===== config.mk =====
export PLATFORM = sky130hd
export DESIGN_NAME = sbc_alloc_ctrl
export DESIGN_NICKNAME = d
export VERILOG_FILES = /design/src/rtl/sbc_pkg.sv /design/src/rtl/sbc_tag_store.sv /design/src/rtl/sbc_tag_match.sv /design/src/rtl/sbc_way_pick.sv /design/src/rtl/sbc_alloc_ctrl.sv
export SDC_FILE = /design/constraint.sdc
export NUM_CORES = 1
export LEC_CHECK = 0
export ABC_AREA = 1
export BUFFER_PORTS_ARGS = -buffer_cell sky130_fd_sc_hd__clkbuf_2
export CORE_ASPECT_RATIO = 1.2
export CORE_MARGIN = 2
export CORE_UTILIZATION = 38
export DETAILED_ROUTE_END_ITERATION = 6
export HOLD_SLACK_MARGIN = 0.1
export PLACE_DENSITY = 0.57
export SYNTH_ARGS = -nofsm -noshare
export SYNTH_HDL_FRONTEND = slang
export SYNTH_SLANG_ARGS = --single-unit

===== constraint.sdc =====
create_clock -name clk -period 1.75 [get_ports clk]
set_input_delay 0.0875 -clock clk [delete_from_list [all_inputs] [get_ports clk]]
set_output_delay 0.0875 -clock clk [all_outputs]
set_load 0.05 [all_outputs]

===== src/rtl/sbc_pkg.sv =====
// Shared types for the super-block allocation controller.
// Assumes four blocks per super-block; per-block presence is a 2-bit code.
package sbc_pkg;
    localparam int SB_BLOCKS = 4;
    localparam int BLK_W     = $clog2(SB_BLOCKS);

    typedef enum logic [1:0] {
        BS_INV = 2'd0,
        BS_VAL = 2'd1,
        BS_FU  = 2'd2
    } blk_state_e;
endpackage


===== src/rtl/sbc_tag_store.sv =====
// Tag, valid flag and per-block presence storage for one set.
// Applies a masked per-block state update, then an optional install that
// overwrites one way with a fresh tag (install wins on the same way).
module sbc_tag_store
    import sbc_pkg::*;
#(
    parameter int NUM_WAYS = 4,
    parameter int TAG_W    = 20,
    localparam int WAY_W   = $clog2(NUM_WAYS)
) (
    input  logic                                      clk,
    input  logic                                      rst_n,
    input  logic [NUM_WAYS-1:0]                       upd_mask,
    input  logic [BLK_W-1:0]                          upd_blk,
    input  logic [1:0]                                upd_state,
    input  logic                                      ins_en,
    input  logic [WAY_W-1:0]                          ins_way,
    input  logic [TAG_W-1:0]                          ins_tag,
    input  logic [BLK_W-1:0]                          ins_blk,
    output logic [NUM_WAYS-1:0][TAG_W-1:0]            tag_q,
    output logic [NUM_WAYS-1:0]                       valid_q,
    output logic [NUM_WAYS-1:0][SB_BLOCKS-1:0][1:0]   state_q
);

    // Purpose: hold the set contents and apply update and install commands.
    always_ff @(posedge clk) begin
        if (!rst_n) begin
            tag_q   <= '0;
            valid_q <= '0;
            state_q <= '0;
        end else begin
            for (int w = 0; w < NUM_WAYS; w++) begin
                if (upd_mask[w]) begin
                    state_q[w][upd_blk] <= upd_state;
                end
                if (ins_en && ins_way == WAY_W'(w)) begin
                    valid_q[w] <= 1'b1;
                    tag_q[w]   <= ins_tag;
                    for (int b = 0; b < SB_BLOCKS; b++) begin
                        state_q[w][b] <= (ins_blk == BLK_W'(b)) ? BS_VAL : BS_INV;
                    end
                end
            end
        end
    end

    // a way that takes a state update must already hold a live tag.
    a_r4_update_live_only: assert property (@(posedge clk) disable iff (!rst_n)
        (|upd_mask) |-> ((upd_mask & ~valid_q) == '0));

endmodule


===== src/rtl/sbc_tag_match.sv =====
// Compares the requested super-block tag against every way of the set and
// reports, per way, a tag match and whether the requested block is valid
// or first-use there. Pure combinational.
module sbc_tag_match
    import sbc_pkg::*;
#(
    parameter int NUM_WAYS = 4,
    parameter int TAG_W    = 20
) (
    input  logic [TAG_W-1:0]                          req_tag,
    input  logic [BLK_W-1:0]                          req_blk,
    input  logic [NUM_WAYS-1:0][TAG_W-1:0]            tag_q,
    input  logic [NUM_WAYS-1:0]                       valid_q,
    input  logic [NUM_WAYS-1:0][SB_BLOCKS-1:0][1:0]   state_q,
    output logic [NUM_WAYS-1:0]                       match,
    output logic [NUM_WAYS-1:0]                       val_hit,
    output logic [NUM_WAYS-1:0]                       fu_hit
);

    for (genvar w = 0; w < NUM_WAYS; w++) begin : g_way
        // Purpose: per-way tag compare and presence lookup of the requested block.
        always_comb begin
            match[w]   = valid_q[w] && (tag_q[w] == req_tag);
            val_hit[w] = match[w] && (state_q[w][req_blk] == BS_VAL);
            fu_hit[w]  = match[w] && (state_q[w][req_blk] == BS_FU);
        end
    end

endmodule


===== src/rtl/sbc_way_pick.sv =====
// Chooses the way for an allocation: the lowest-numbered empty way, or the
// externally supplied victim when every way is occupied.
module sbc_way_pick #(
    parameter int NUM_WAYS = 4,
    localparam int WAY_W   = $clog2(NUM_WAYS)
) (
    input  logic                clk,
    input  logic                rst_n,
    input  logic [NUM_WAYS-1:0] valid_q,
    input  logic [WAY_W-1:0]    victim_way,
    output logic [WAY_W-1:0]    pick_way,
    output logic                pick_evict
);

    logic [NUM_WAYS-1:0] empty;

    // Purpose: priority search for an empty way with victim fallback.
    always_comb begin
        empty      = ~valid_q;
        pick_way   = victim_way;
        pick_evict = 1'b1;
        for (int w = NUM_WAYS - 1; w >= 0; w--) begin
            if (empty[w]) begin
                pick_way   = WAY_W'(w);
                pick_evict = 1'b0;
            end
        end
    end

    // while any way is empty, the chosen way is one of the empty ones.
    a_r11_empty_first: assert property (@(posedge clk) disable iff (!rst_n)
        (valid_q != '1) |-> !valid_q[pick_way]);

    // eviction is reported only when the set is full.
    a_r11_evict_when_full: assert property (@(posedge clk) disable iff (!rst_n)
        pick_evict |-> (valid_q == '1));

endmodule


===== src/rtl/sbc_alloc_ctrl.sv =====
// Allocation controller for one set of a super-block-tagged cache.
// Decides allocate / first-use bypass / DRAM forward per request and
// registers the outcome. Assumes the caller routes only requests for this
// set; the index and offset bits are ignored. One request per cycle.
module sbc_alloc_ctrl
    import sbc_pkg::*;
#(
    parameter int ADDR_W   = 32,
    parameter int OFF_W    = 6,
    parameter int IDX_W    = 4,
    parameter int NUM_WAYS = 4,
    localparam int WAY_W   = $clog2(NUM_WAYS),
    localparam int BLK_LSB = OFF_W,
    localparam int TAG_LSB = OFF_W + BLK_W + IDX_W,
    localparam int TAG_W   = ADDR_W - TAG_LSB
) (
    input  logic              clk,
    input  logic              rst_n,
    input  logic              req_valid,
    input  logic              req_wb,
    input  logic [ADDR_W-1:0] req_addr,
    input  logic [WAY_W-1:0]  victim_way,
    output logic              rsp_valid,
    output logic              rsp_hit,
    output logic              rsp_bypass,
    output logic              rsp_dram_fwd,
    output logic              rsp_alloc,
    output logic              rsp_evict,
    output logic [WAY_W-1:0]  rsp_way
);

    logic [TAG_W-1:0] req_tag;
    logic [BLK_W-1:0] req_blk;
    logic             unused_addr_bits;

    assign req_tag          = req_addr[ADDR_W-1:TAG_LSB];
    assign req_blk          = req_addr[BLK_LSB +: BLK_W];
    assign unused_addr_bits = ^{req_addr[TAG_LSB-1:BLK_LSB+BLK_W], req_addr[OFF_W-1:0]};

    logic [NUM_WAYS-1:0][TAG_W-1:0]          tag_q;
    logic [NUM_WAYS-1:0]                     valid_q;
    logic [NUM_WAYS-1:0][SB_BLOCKS-1:0][1:0] state_q;
    logic [NUM_WAYS-1:0]                     match, val_hit, fu_hit;
    logic [WAY_W-1:0]                        pick_way;
    logic                                    pick_evict;

    logic [NUM_WAYS-1:0] upd_mask;
    logic [1:0]          upd_state;
    logic                ins_en;
    logic [WAY_W-1:0]    val_way;
    logic                n_hit, n_bypass, n_fwd, n_alloc, n_evict;
    logic [WAY_W-1:0]    n_way;

    sbc_tag_store #(.NUM_WAYS(NUM_WAYS), .TAG_W(TAG_W)) u_store (
        .clk       (clk),
        .rst_n     (rst_n),
        .upd_mask  (upd_mask),
        .upd_blk   (req_blk),
        .upd_state (upd_state),
        .ins_en    (ins_en),
        .ins_way   (pick_way),
        .ins_tag   (req_tag),
        .ins_blk   (req_blk),
        .tag_q     (tag_q),
        .valid_q   (valid_q),
        .state_q   (state_q)
    );

    sbc_tag_match #(.NUM_WAYS(NUM_WAYS), .TAG_W(TAG_W)) u_match (
        .req_tag (req_tag),
        .req_blk (req_blk),
        .tag_q   (tag_q),
        .valid_q (valid_q),
        .state_q (state_q),
        .match   (match),
        .val_hit (val_hit),
        .fu_hit  (fu_hit)
    );

    sbc_way_pick #(.NUM_WAYS(NUM_WAYS)) u_pick (
        .clk        (clk),
        .rst_n      (rst_n),
        .valid_q    (valid_q),
        .victim_way (victim_way),
        .pick_way   (pick_way),
        .pick_evict (pick_evict)
    );

    // Purpose: locate the way that holds the requested block as valid.
    always_comb begin
        val_way = '0;
        for (int w = NUM_WAYS - 1; w >= 0; w--) begin
            if (val_hit[w]) val_way = WAY_W'(w);
        end
    end

    // Purpose: choose the action for the current request and its state edits.
    always_comb begin
        upd_mask  = '0;
        upd_state = BS_INV;
        ins_en    = 1'b0;
        n_hit     = 1'b0;
        n_bypass  = 1'b0;
        n_fwd     = 1'b0;
        n_alloc   = 1'b0;
        n_evict   = 1'b0;
        n_way     = '0;
        if (req_valid) begin
            if (|val_hit) begin
                n_hit = 1'b1;
                n_way = val_way;
            end else if (req_wb) begin
                n_fwd = 1'b1;
            end else if (!(|match)) begin
                ins_en  = 1'b1;
                n_alloc = 1'b1;
                n_evict = pick_evict;
                n_way   = pick_way;
            end else if (|fu_hit) begin
                ins_en    = 1'b1;
                upd_mask  = match;
                upd_state = BS_INV;
                n_alloc   = 1'b1;
                n_evict   = pick_evict;
                n_way     = pick_way;
            end else begin
                upd_mask  = match;
                upd_state = BS_FU;
                n_bypass  = 1'b1;
            end
        end
    end

    // Purpose: register the response one cycle after the request.
    always_ff @(posedge clk) begin
        if (!rst_n) begin
            rsp_valid    <= 1'b0;
            rsp_hit      <= 1'b0;
            rsp_bypass   <= 1'b0;
            rsp_dram_fwd <= 1'b0;
            rsp_alloc    <= 1'b0;
            rsp_evict    <= 1'b0;
            rsp_way      <= '0;
        end else begin
            rsp_valid    <= req_valid;
            rsp_hit      <= n_hit;
            rsp_bypass   <= n_bypass;
            rsp_dram_fwd <= n_fwd;
            rsp_alloc    <= n_alloc;
            rsp_evict    <= n_evict;
            rsp_way      <= n_way;
        end
    end

    // a block is never valid in two tags at once.
    a_r10_single_valid: assert property (@(posedge clk) disable iff (!rst_n)
        req_valid |-> $onehot0(val_hit));

    // a bypassed read neither hits nor allocates.
    a_r4_bypass_no_alloc: assert property (@(posedge clk) disable iff (!rst_n)
        (rsp_valid && rsp_bypass) |-> (!rsp_alloc && !rsp_hit));

    // a writeback never allocates nor bypasses.
    a_r9_wb_never_alloc: assert property (@(posedge clk) disable iff (!rst_n)
        (req_valid && req_wb) |=> (!rsp_alloc && !rsp_bypass));

    // a response follows each request by exactly one cycle.
    a_r12_rsp_follows: assert property (@(posedge clk) disable iff (!rst_n)
        req_valid |=> rsp_valid);

    // no response without a request in the previous cycle.
    a_r12_no_spurious: assert property (@(posedge clk) disable iff (!rst_n)
        !req_valid |=> !rsp_valid);

endmodule


* After elaboration in Yosys (flattened, before gate mapping)
Cells that the tools add are included.
** Storage, ports and cells
- Memories kept :: 0
- Flip-flop bits (word level) :: 124
- Input port bits :: 38
- Bits in latches :: 0
- Memory bits (writable) :: 0
- Memory bits (read-only) :: 0
** Cells by class
- Reduce and logical (&&, ||, !) cells :: 30
- Multiplexer cells :: 61
- Eq/ne operators :: 18
- $lt $le $gt $ge :: 2
- Multipliers :: 0
- Bitwise logic cells :: 4
- $add $sub $neg :: 0
- Shifts and indexed selects :: 0
- Divide/modulo/power cells :: 0
** Operator list (count)
- == test 20 bit :: 4
- 2-to-1 mux 8 bit :: 8
- 2-to-1 mux 2 bit :: 22
- bitwise mux 8 bit :: 4
- 2-to-1 mux 1 bit :: 18
- logical AND 1 bit :: 17
- binary-select mux 2 bit (select 2 bit) :: 4
- == test 2 bit, second input constant :: 8
- 2-to-1 mux 4 bit :: 4
- == test 2 x 1 -> 1 bit, second input constant :: 6
- OR reduction 4 bit :: 3
- nonzero test 2 bit :: 4
- OR reduction 8 bit :: 1
- OR reduction 7 bit :: 1
- OR reduction 6 bit :: 1
- demux 2 bit (select 2 bit) :: 1
- zero test 2 bit :: 2
- inverter 4 bit :: 1
- < comparator 2 x 3 -> 1 bit, second input constant :: 1
- inverter 1 bit :: 3
- >= comparator 2 x 1 -> 1 bit, second input constant :: 1
- AND reduction 2 bit :: 1

* Logic depth before layout (Yosys ltp)
- Depth after elaboration :: 13
- Gate-level depth with buffers :: 18

* Cells and area by module
Synthesis repeated with hierarchy kept, for this count alone.
** Second synthesis, totals
- Cell total of the unflattened synthesis :: 1127
- Area, all modules :: 6742.7 sq um
** Modules (own cells, without submodules)
- sbc_tag_store :: cells each 593, instances 1, area each 4435.5 sq um
- sbc_tag_match :: cells each 469, instances 1, area each 1888.1 sq um
- sbc_alloc_ctrl :: cells each 55, instances 1, area each 376.6 sq um
- sbc_way_pick :: cells each 10, instances 1, area each 42.5 sq um

* Worst setup path before layout
No wires, ideal clock.
- Kind :: reg-to-reg
- From :: register u_store.tag_q[54] (netlist name)
- To :: register u_store.tag_q[45] (netlist name)
- Path slack :: -181 ps
- Cell stages (with the launch flop) :: 16
- Required time :: 1637 ps
- Data arrival time :: 1819 ps
- Clock period less this slack :: 1931 ps
- Buffers on the path :: 2
- Path through :: dfxtp_1 -> inv_1 -> o21ai_0 -> nor2_1 -> nand2_1 -> nor2_1 -> nand3_1 -> nand2_1 -> nor2_1 -> clkinv_1 -> nand3_2 -> nand4_2 -> buf_6 -> buf_6 -> nor2_1 -> nor2_1
** On the way
- Word-level cells in the longest chain between the ends :: 10
** Ends and longest elaborated chain
- start: declaration :: line sbc_tag_store.sv:20 : output logic [NUM_WAYS-1:0][TAG_W-1:0] tag_q,
- start signal: indexed assignment :: line sbc_tag_store.sv:38 : tag_q[w] <= ins_tag;
- == test 20 bit (*) :: line sbc_tag_match.sv:23 : match[w] = valid_q[w] && (tag_q[w] == req_tag);
- logical AND 1 bit (*) :: line sbc_tag_match.sv:23
- logical AND 1 bit :: line sbc_tag_match.sv:25 : fu_hit[w] = match[w] && (state_q[w][req_blk] == BS_FU);
- OR reduction 4 bit :: line sbc_alloc_ctrl.sv:119 : end else if (|fu_hit) begin
- 2-to-1 mux 1 bit :: line sbc_alloc_ctrl.sv:119
- 2-to-1 mux 1 bit :: line sbc_alloc_ctrl.sv:114 : end else if (!(|match)) begin
- 2-to-1 mux 1 bit :: line sbc_alloc_ctrl.sv:112 : end else if (req_wb) begin
- 2-to-1 mux 1 bit (*) :: line sbc_alloc_ctrl.sv:109 : if (|val_hit) begin
- 2-to-1 mux 1 bit (*) :: line sbc_alloc_ctrl.sv:108 : if (req_valid) begin
- logical AND 1 bit (*) :: line sbc_tag_store.sv:36 : if (ins_en && ins_way == WAY_W'(w)) begin
Every way passes the cells marked *; elsewhere a longest branch is shown, timed or not.
A chain may end at the register's enable or synchronous reset.

* Worst setup path after layout
- From :: register u_store.tag_q[39] (netlist name)
- To :: register u_store.tag_q[9] (netlist name)
The elaborated chain is that of the path after synthesis.

==> metrics.md <==
| Metric | Value |
|---|---|
| Status | `complete, but fails checks` |
| Failing checks | `DRC, setup timing` |
| Worst reg2reg setup slack | `-0.55 ns` |
| Top-count cell post-synth | `nand2_1` |
| Leakage | `6.32 nW` |
| Worst setup startpoint | `u_store.tag_q[39]` |
| Drt total wl | `29700 µm` |
| Drt drc | `4` |
| Tot GR Track Use | `0.266` |
| Post-synth EDFFs | `0` |
| Ys Warns | `0` |
| Max cap viols | `0` |
| RSZ-0062 raised after global routing | `true` |
| CTS H-tree lvls | `4` |
| Final hold violation count | `0` |
| Synthesized instance count | `1326` |
| Starting density of the core | `0.387` |
| Initial antenna violation count | `0` |
| Yosys top cell by area | `dfxtp_1` |
| Non-filler instance count after layout | `1940` |
| Slew Limit Fails | `0` |
| Setup WS post-layout | `-0.546 ns` |
| Ports | `46` |
| Final GP Congestion | `0.931` |
| Worst Path Max Fanout | `8` |
| Reg2reg end | `u_store.tag_q[9]` |
| Cell Rows | `56` |
| Share of layout cells above drive strength 1 | `0.413` |
| CP startpoint kind | `flip-flop` |
| Die Height | `158 µm` |
| R2R depth | `18` |
| Area grow syn2layout | `63.3%` |
| Synth area leaders | `dfxtp_1 (33%), nand2_1 (27%), nor2_1 (15%), inv_1 (6.4%), nand4_1 (2.9%)` |
| Area of the mapped netlist | `7530 µm²` |
| Number of global-route vias before repair | `8694` |
| Cell area power density | `655 nW/µm²` |
| IO Port Bufs | `35` |
| CTS tree | `yes` |
| Clock sinks | `124` |
| Crit-path most repeated cell | `nand2_2` |
| # nets final | `1704` |
| Crit path to | `u_store.tag_q[9]` |
| Core area | `19500 µm²` |
| Total global routing overflow | `0` |
| Clock transition at path regs | `0.06 ns` |
| Longest Clk Path Bufs | `2` |
| First-pass GRT wire length | `43300 µm` |
| Largest net degree at the start of global routing | `44` |
| R2r startpoint | `u_store.tag_q[39]` |
| Minimum clock period | `2.30 ns` |
| Synthesized area per cell | `5.68 µm²` |
| Total CTS buffers | `17` |
| Die ar. | `21000 µm²` |
| DR iter-0 viols | `562` |
| Top FF cell, synth | `dfxtp_1` |
| Final HPWL DP | `19700 µm` |
| FFs w/ async S/R, synth | `0` |
| Worst vdd ir | `0.649 mV` |
| #FFs+latches synth | `124` |
| Drt wl/cell | `15.3 µm` |
| Sequential area share after synthesis | `0.329` |
| Clock latency on the worst-skew pair | `0.44 ns` |
| Final hold slack | `0.113 ns` |
| Slew @ Worst Pin | `0.420 ns` |
| Unique masters post-synth | `31` |
| CTS root buf | `clkbuf_16` |
| # setup viols final | `121` |
| Crit path kind | `reg -> reg` |
| Antenna-violating nets left | `0` |
| Drt pass-1 iters | `7` |
| Clock Skew | `0.00951 ns` |
| Crit path DAT | `2.66 ns` |
| Slew margin rel. | `0.720` |
| Hold Crit Class | `in -> reg` |
| Crit-path cells | `inv_2, nand2_2, nand2_1, nor2_2, nand2_2, nor2_4, buf_6, nand4_4, nand2_4, nor2_8, nand2_8, buf_12, nor2_4, nand2_8, clkbuf_16, nand2_2, nand2_1, nor2_1` |
| F_max | `435 MHz` |
| Critical-path top delay cell | `dfxtp_2` |
| Max stage delay on crit path | `0.32 ns` |
| Routed vias/inst | `4.78` |
| Yosys top cell area share | `0.329` |
| Fillers | `1816` |
| DR vias | `9278` |
| Die Width | `133 µm` |
| Synth Net Count | `1364` |
| ANT cells | `0` |
| Setup crit end kind | `flip-flop` |
| Commonest cells in the synthesized netlist | `nand2_1 (549), nor2_1 (292), inv_1 (128)` |
| Critical Path RT | `2.11 ns` |
| Period utilization | `1.31` |
| Cells after DPL | `1830` |
-- cell type report --
class / instances / area, µm² / share of cell area
clock inverter: 14 / 170 / 0.0138
inverter: 152 / 587 / 0.0477
multi-input combinational: 994 / 5020 / 0.408
clock buffer: 18 / 429 / 0.0349
timing repair buffer: 377 / 3250 / 0.264
sequential: 124 / 2520 / 0.205
tap: 261 / 327 / 0.0265
-- cells by family after synthesis --
| family | after synthesis | synth area share |
|---|---|---|
| compound gates | 43 | 0.0289 |
| xor+xnor | 13 | 0.0151 |
| buf+inv | 208 | 0.121 |
| flops | 124 | 0.329 |
| simple gates | 938 | 0.506 |
-- per-layer routing --
layer	wire [µm]	global-route usage	vias up
li1	-	-	4681
met1	11700	0.293	4219
met2	15100	0.491	283
met3	1320	0.0414	95
met4	1590	0.150	0
met5	0	0	-
-- layout by cell type (no fill, tap or decap), types with 4 or more instances in the layout --
cell type / n
dfxtp_2: 25
clkinvlp_4: 4
buf_12: 15
nand2_2: 116
nand3_1: 22
nand3_4: 6
buf_4: 275
dfxtp_1: 98
nor3_1: 4
inv_1: 104
nor2_4: 23
nor2_1: 234
clkbuf_16: 23
xnor2_1: 10
buf_6: 19
dlygate4sd3_1: 21
inv_2: 45
o21ai_0: 16
nand3_2: 8
nor2_2: 43
a21oi_2: 4
nand4_1: 35
nand2_1: 417
nand2_4: 19
clkbuf_2: 34
a21oi_1: 16
buf_8: 4
nand4_4: 5
clkinv_2: 4
-- sequential cells by signal (all words and copies together) (netlist names) --
name             flops
rsp_way              2
rsp_hit              1
rsp_evict            1
u_store.state_q     32
rsp_dram_fwd         1
rsp_bypass           1
u_store.tag_q       80
rsp_valid            1
rsp_alloc            1
u_store.valid_q      4
-- stage by stage --
step	power [mW]	worst slack, ns	utilization	cell area [µm²]	TNS (ns)
2_1_floorplan	3.59	-0.0607	-	7660	-2.77
3_3_place_gp	4.12	-0.568	0.507	9870	-59.81
3_5_place_dp	4.13	-0.624	0.507	9870	-63.86
4_1_cts	7.89	-0.433	0.583	11300	-41.39
5_1_grt	8.34	-0.641	0.632	12300	-63.72
6_report	8.06	-0.546	0.632	12300	-49.03
-- worst min-delay path by stage --
stage          cells past startpoint                 to    startpoint
2_1_floorplan                      2       rsp_dram_fwd        req_wb
3_3_place_gp                       3  u_store.tag_q[39]  req_addr[31]
3_5_place_dp                       3  u_store.tag_q[39]  req_addr[31]
4_1_cts                            4  u_store.tag_q[78]  req_addr[30]
5_1_grt                            4  u_store.tag_q[78]  req_addr[30]
6_report                           4  u_store.tag_q[78]  req_addr[30]
-- repair_timing --
item                                    in CTS  in global routing
hold buffers                                21                  0
setup buffers                               30                 19
pin swaps                                   35                 82
cloned                                       3                  8
endpoints found under the setup margin     122                123
resized for setup                          107                226
hold endpoints to repair                    56                  0
-- power breakdown --
part / switching (mW) / total, mW / internal [mW]
registers: 0.0417 / 2.94 / 2.89
logic: 0.805 / 1.44 / 0.631
clock network: 1.45 / 3.68 / 2.24
-- critical path, delay by kind of cell (launching register included) --
kind                   cells  cell delay [ns]
buffers and inverters      4             0.51
and+or+nand+nor           14             1.38
DFF                        1             0.32
Note: power is estimated with default switching activity, not from simulation.
